**src/rtl/dbl_pkg.sv**
```systemverilog
package dbl_pkg;
  localparam int DB_W = 32;

  localparam logic [7:0] OFF_TRIG    = 8'h04;
  localparam logic [7:0] OFF_CAUSE   = 8'h08;
  localparam logic [7:0] OFF_MASK    = 8'h0C;
  localparam logic [7:0] OFF_SRC_OFF = 8'h48;
  localparam logic [7:0] OFF_SRC_ON  = 8'h4C;

  localparam logic [DB_W-1:0] GRP_IPI = 32'h0000_00FF;
  localparam logic [DB_W-1:0] GRP_MSI = 32'hFFFF_0000;

  localparam int SRC_IPI  = 0;
  localparam int SRC_MSI  = 1;
  localparam int BMAP_LSB = 8;

  // one-hot vector for a doorbell number
  function automatic logic [DB_W-1:0] db_bit(input logic [4:0] num);
    logic [DB_W-1:0] v;
    v = '0;
    v[num] = 1'b1;
    return v;
  endfunction

  // any pending, unmasked doorbell inside a group
  function automatic logic group_hit(input logic [DB_W-1:0] cause,
                                     input logic [DB_W-1:0] mask,
                                     input logic [DB_W-1:0] grp);
    return |(cause & mask & grp);
  endfunction
endpackage

```
**src/rtl/dbl_trig_decode.sv**
```systemverilog
module dbl_trig_decode
  import dbl_pkg::*;
#(
  parameter int N_CPU  = 4,
  parameter int ADDR_W = 8
) (
  input  logic                  trig_wen,
  input  logic [ADDR_W-1:0]     trig_addr,
  input  logic [DB_W-1:0]       trig_wdata,
  output logic [N_CPU*DB_W-1:0] set_flat
);
  localparam logic [ADDR_W-1:0] TRIG_A = ADDR_W'(OFF_TRIG);

  logic            hit;
  logic [DB_W-1:0] one_db;

  assign hit    = trig_wen && (trig_addr == TRIG_A);
  assign one_db = db_bit(trig_wdata[4:0]);

  for (genvar i = 0; i < N_CPU; i++) begin : g_cpu
    assign set_flat[i*DB_W +: DB_W] =
      (hit && trig_wdata[BMAP_LSB+i]) ? one_db : '0;
  end
endmodule

```
**src/rtl/dbl_cpu_bank.sv**
```systemverilog
module dbl_cpu_bank
  import dbl_pkg::*;
#(
  parameter int ADDR_W = 8
) (
  input  logic              clk,
  input  logic              rst_n,
  input  logic [DB_W-1:0]   set_bits,
  input  logic              wen,
  input  logic [ADDR_W-1:0] addr,
  input  logic [DB_W-1:0]   wdata,
  output logic [DB_W-1:0]   cause,
  output logic [DB_W-1:0]   mask,
  output logic [1:0]        src_en,
  output logic              ipi_irq,
  output logic              msi_irq
);
  localparam logic [ADDR_W-1:0] A_CAUSE = ADDR_W'(OFF_CAUSE);
  localparam logic [ADDR_W-1:0] A_MASK  = ADDR_W'(OFF_MASK);
  localparam logic [ADDR_W-1:0] A_SOFF  = ADDR_W'(OFF_SRC_OFF);
  localparam logic [ADDR_W-1:0] A_SON   = ADDR_W'(OFF_SRC_ON);

  logic [DB_W-1:0] cause_d, mask_d;
  logic [1:0]      src_d;
  logic            sel_ipi, sel_msi;

  assign sel_ipi = (wdata == DB_W'(SRC_IPI));
  assign sel_msi = (wdata == DB_W'(SRC_MSI));

  always_comb begin
    cause_d = cause;
    if (wen && addr == A_CAUSE) cause_d = cause & wdata;
    cause_d = cause_d | set_bits;  // set wins over clear
  end

  always_comb begin
    mask_d = mask;
    if (wen && addr == A_MASK) mask_d = wdata;
  end

  always_comb begin
    src_d = src_en;
    if (wen && addr == A_SON) begin
      if (sel_ipi) src_d[SRC_IPI] = 1'b1;
      if (sel_msi) src_d[SRC_MSI] = 1'b1;
    end else if (wen && addr == A_SOFF) begin
      if (sel_ipi) src_d[SRC_IPI] = 1'b0;
      if (sel_msi) src_d[SRC_MSI] = 1'b0;
    end
  end

  always_ff @(posedge clk or negedge rst_n) begin
    if (!rst_n) begin
      cause  <= '0;
      mask   <= '0;
      src_en <= '0;
    end else begin
      cause  <= cause_d;
      mask   <= mask_d;
      src_en <= src_d;
    end
  end

  assign ipi_irq = src_en[SRC_IPI] && group_hit(cause, mask, GRP_IPI);
  assign msi_irq = src_en[SRC_MSI] && group_hit(cause, mask, GRP_MSI);
endmodule

```
**src/rtl/dbl_trigger_unit.sv**
```systemverilog
module dbl_trigger_unit
  import dbl_pkg::*;
#(
  parameter int N_CPU  = 4,
  parameter int ADDR_W = 8,
  localparam int CPU_W = (N_CPU > 1) ? $clog2(N_CPU) : 1
) (
  input  logic              clk,
  input  logic              rst_n,
  input  logic              trig_wen,
  input  logic [ADDR_W-1:0] trig_addr,
  input  logic [31:0]       trig_wdata,
  input  logic              pc_wen,
  input  logic [CPU_W-1:0]  pc_cpu,
  input  logic [ADDR_W-1:0] pc_addr,
  input  logic [31:0]       pc_wdata,
  output logic [31:0]       pc_rdata,
  output logic [N_CPU-1:0]  ipi_irq,
  output logic [N_CPU-1:0]  msi_irq
);
  localparam logic [ADDR_W-1:0] A_CAUSE = ADDR_W'(OFF_CAUSE);
  localparam logic [ADDR_W-1:0] A_MASK  = ADDR_W'(OFF_MASK);

  // named internal events, also used by the checker
  logic [N_CPU*DB_W-1:0] set_all;
  logic [N_CPU*DB_W-1:0] cause_all;
  logic [N_CPU*DB_W-1:0] mask_all;
  logic [N_CPU*2-1:0]    src_en_all;
  logic [N_CPU-1:0]      bank_wen;

  dbl_trig_decode #(.N_CPU(N_CPU), .ADDR_W(ADDR_W)) u_dec (
    .trig_wen  (trig_wen),
    .trig_addr (trig_addr),
    .trig_wdata(trig_wdata),
    .set_flat  (set_all)
  );

  for (genvar i = 0; i < N_CPU; i++) begin : g_bank
    assign bank_wen[i] = pc_wen && (pc_cpu == CPU_W'(i));
    dbl_cpu_bank #(.ADDR_W(ADDR_W)) u_bank (
      .clk     (clk),
      .rst_n   (rst_n),
      .set_bits(set_all[i*DB_W +: DB_W]),
      .wen     (bank_wen[i]),
      .addr    (pc_addr),
      .wdata   (pc_wdata),
      .cause   (cause_all[i*DB_W +: DB_W]),
      .mask    (mask_all[i*DB_W +: DB_W]),
      .src_en  (src_en_all[i*2 +: 2]),
      .ipi_irq (ipi_irq[i]),
      .msi_irq (msi_irq[i])
    );
  end

  always_comb begin
    pc_rdata = '0;
    for (int i = 0; i < N_CPU; i++) begin
      if (pc_cpu == CPU_W'(i)) begin
        if (pc_addr == A_CAUSE) pc_rdata = cause_all[i*DB_W +: DB_W];
        else if (pc_addr == A_MASK) pc_rdata = mask_all[i*DB_W +: DB_W];
      end
    end
  end
endmodule

```
**config.mk**
```make
export PLATFORM = sky130hd
export DESIGN_NAME = dbl_trigger_unit
export DESIGN_NICKNAME = d
export VERILOG_FILES = /design/src/rtl/dbl_pkg.sv /design/src/rtl/dbl_trig_decode.sv /design/src/rtl/dbl_cpu_bank.sv /design/src/rtl/dbl_trigger_unit.sv
export SDC_FILE = /design/constraint.sdc
export NUM_CORES = 1
export LEC_CHECK = 0
export BUFFER_PORTS_ARGS = -buffer_cell sky130_fd_sc_hd__clkbuf_2
export CAP_MARGIN = 20
export CORE_MARGIN = 3
export CORE_UTILIZATION = 55
export CTS_CLUSTER_SIZE = 14
export DETAILED_ROUTE_END_ITERATION = 12
export PLACE_DENSITY = 0.75
export SLEW_MARGIN = 20
export SYNTH_ARGS = -nofsm -noshare
export SYNTH_HDL_FRONTEND = slang
export SYNTH_SLANG_ARGS = --single-unit
export TNS_END_PERCENT = 50
```
**constraint.sdc**
```tcl
create_clock -name clk -period 2 [get_ports clk]
set_clock_uncertainty 0.1 [all_clocks]
set_input_delay 0.2 -clock clk [delete_from_list [all_inputs] [get_ports clk]]
set_output_delay 0.2 -clock clk [all_outputs]
set_load 0.1 [all_outputs]
```
==> impl_metrics.py <==
metrics = {
    "layout": {
        "final_util": 0.742,
        "layout.cells.non_filler": 1766,
        "n_antenna_cell": 0,
        "drive_above_1_share": 0.380,
        "num-nets-final": 1511,
        "regArea_um2": 6610,
        "fillers": 1540,
        "multi_input_area_um2": 6590,
        "syn2layout_area_growth_pct": 32.3,
    },
    "place": {
        "dp_slack_ns": -0.169,
        "gp_congestion": 0.985,
        "io_buffers": 102,
        "dp_cells": 1655,
        "hpwl_um": 30800,
    },
    "min_path": {
        "holdCritStartpoint": "pc_wdata[0]",
        "hold_path.class": "in -> reg",
        "hold-path-endpoint": "g_bank[2].u_bank.mask[0]",
        "hold_depth": 2,
    },
    "drt": {
        "routed_wl_um": 47400,
        "drtIter0Drc": 1593,
        "viasPerCell": 6.80,
        "firstDrtPassIters": 6,
        "ant_nets": 0,
        "drc": 0,
        "vias": 12000,
        "post_drt_wl_per_cell_um": 26.8,
    },
    "die": {
        "coreArea_um2": 23500,
        "die-area_um2": 25900,
        "die_h_um": 161,
        "die_w_um": 161,
        "num_rows": 56,
        "io_pins": 126,
        "start_util": 0.561,
    },
    "clocking": {
        "cts_root_buffer": "clkbuf_16",
        "numCtsBuffers": 29,
        "cts_tree": "built",
        "clk_latency_ns": 0.55,
        "cts.clk_slew.worst_paths_ns": 0.06,
        "clkSinkCount": 264,
        "htree_levels": 1,
        "clk_path_buf_depth": 3,
    },
    "worst_setup_path": {
        "ff2ff_setup_slack_ns": 0.98,
        "timing.rr.end": "g_bank[0].u_bank.mask[27]",
        "setup.worst_path.start_class": "flop",
        "rr_startpoint": "g_bank[0].u_bank.mask[27]",
        "reg2regPathDepth": 2,
        "cp.required_ns": 1.70,
        "worstSetupPathType": "reg -> out",
        "cp.arrival_ns": 2.15,
        "crit_path_max_fanout": 2,
        "worstSetupEndpointType": "output port",
    },
    "pwr": {
        "peakVddDrop_mv": 0.488,
        "powerDensity_nw_per_um2": 674,
        "p_leak_uw": 0.00786,
    },
    "yosys": {
        "ys_types": 49,
        "synth_edf_count": 0,
        "netlist_area_um2": 13200,
        "synthCells": 1188,
        "synthArstFlopShare": 1.00,
        "synth_nets": 1274,
        "ys_seq_area_frac": 0.500,
        "synth-seq-cells": 264,
        "synth_ff_type": "dfrtp_1",
        "ys_warn_count": 0,
        "avgSynthCellArea_um2": 11.1,
    },
    "run_status": {
        "violations": "negative setup slack",
        "status": "finished with violations",
    },
    "grt": {
        "grt_pass1_vias": 12400,
        "gr-total-overflow": 0,
        "grt_max_degree": 70,
        "grt_use_total": 0.360,
        "antenna_found_initial": 1,
        "grt_first_pass_wirelength_um": 71800,
    },
    "sta": {
        "worst_pin_slew_ns": 0.644,
        "fmax_mhz": 408,
        "post-route-period-util": 1.23,
        "slew_headroom": 0.571,
        "holdWs_ns": 0.0279,
        "finalSetupTns_ns": -5.45,
        "hold_viol_final": 0,
        "fin_ws_ns": -0.452,
        "drv_slew": 0,
        "rsz0062_at_grt": "true",
        "period_minus_slack_ns": 2.45,
        "setup_viol": 28,
    },
    "flow_run": {
        "max_cap_viol_count": 0,
    },
}
[layer usage]
layer	up-vias	share of wire	GRT usage
met5	-	0.00023	0
met4	2	0.057	0.178
met3	211	0.14	0.103
met2	932	0.44	0.551
met1	5914	0.36	0.474
li1	4943	-	-
[flip-flops by register name, summed over array words and instances (netlist names)]
register and count:
g_bank.u_bank.mask 128, g_bank.u_bank.cause 128, g_bank.u_bank.src_en 8
[Yosys cell counts (16+ instances only)]
| cell type | number | area (µm²) |
|---|---|---|
| nand2b_1 | 27 | 169 |
| nand2_1 | 46 | 173 |
| mux2i_1 | 91 | 911 |
| o22ai_1 | 43 | 269 |
| mux2_2 | 140 | 1580 |
| dfrtp_1 | 264 | 6610 |
| nor2_1 | 16 | 60.1 |
| o21a_1 | 20 | 150 |
| clkbuf_1 | 45 | 169 |
| o21ai_0 | 263 | 1320 |
| buf_4 | 23 | 173 |
| a22oi_1 | 35 | 263 |
[per-stage QoR]
step                      total power, µW  area, µm²
after floorplan                      5800      13300
after global placement               6290      15600
after detailed placement             6310      15600
after CTS                           11700      17300
after global routing                12000      17500
final                               11800      17500
[power by group]
group	internal, µW	total (µW)	switching (µW)
Sequential	5390	5430	39.3
Combinational	362	905	543
Clock	3230	5430	2200
Total	8980	11800	2780
[kinds of logic after synthesis]
kind of cell	count (synthesis)	synth area share
buffers and inverters	94	0.0368
AO/OA/AOI/OAI	419	0.187
AND/OR/NAND/NOR	168	0.0742
multiplexers	243	0.202
flip-flops	264	0.500
[layout by cell type, fill, tap and decap left out, types with 9 or more instances in the layout]
cell type      instances
mux2i_1               88
buf_12                56
o22ai_1               38
dfrtp_1              261
nand3_1                9
o21ai_0              261
nor2_1                10
a22o_1                12
nand2b_1              27
a22oi_1               25
nand4_1                9
dlygate4sd3_1         29
clkbuf_16             29
o21a_1                12
mux2_2               134
buf_4                142
clkbuf_2              59
nand2_1               43
a22oi_2               10
[repair_timing]
action,in CTS,in global routing
hold buffers,29,0
hold endpoints to repair,391,0
pin swaps,32,25
setup endpoints to repair,39,42
setup buffers,23,6
gates resized for setup,67,33
[worst max-delay path, cell delays in order, from the launching register on]
cell and delay, ns:
dfrtp_1 0.39, a22o_1 0.33, a221oi_2 0.24, buf_4 0.18, nand3_2 0.06, o21a_1 0.22, buf_12 0.17
[layout make-up]
cell class              instances  share of cell area
multi-input cells             830               0.377
clock buffers                  41              0.0470
clock inverters                12             0.00810
flip-flops and latches        264               0.378
well taps                     319              0.0229
repair buffers                295               0.165
inverters                       5             0.00107
[how the worst max path moves through the flow]
stage,start,to,slack (ns),cells after the start
6_report,g_bank[2].u_bank.cause[27],msi_irq[2],-0.45,6
3_3_place_gp,pc_addr[1],pc_rdata[16],-0.14,7
3_5_place_dp,pc_addr[1],pc_rdata[16],-0.17,7
5_1_grt,g_bank[2].u_bank.cause[27],msi_irq[2],-0.49,6
4_1_cts,g_bank[1].u_bank.cause[28],pc_rdata[28],-0.36,5
2_1_floorplan,pc_addr[7],pc_rdata[10],-0.20,3
Note: power is estimated with default switching activity, not from simulation.
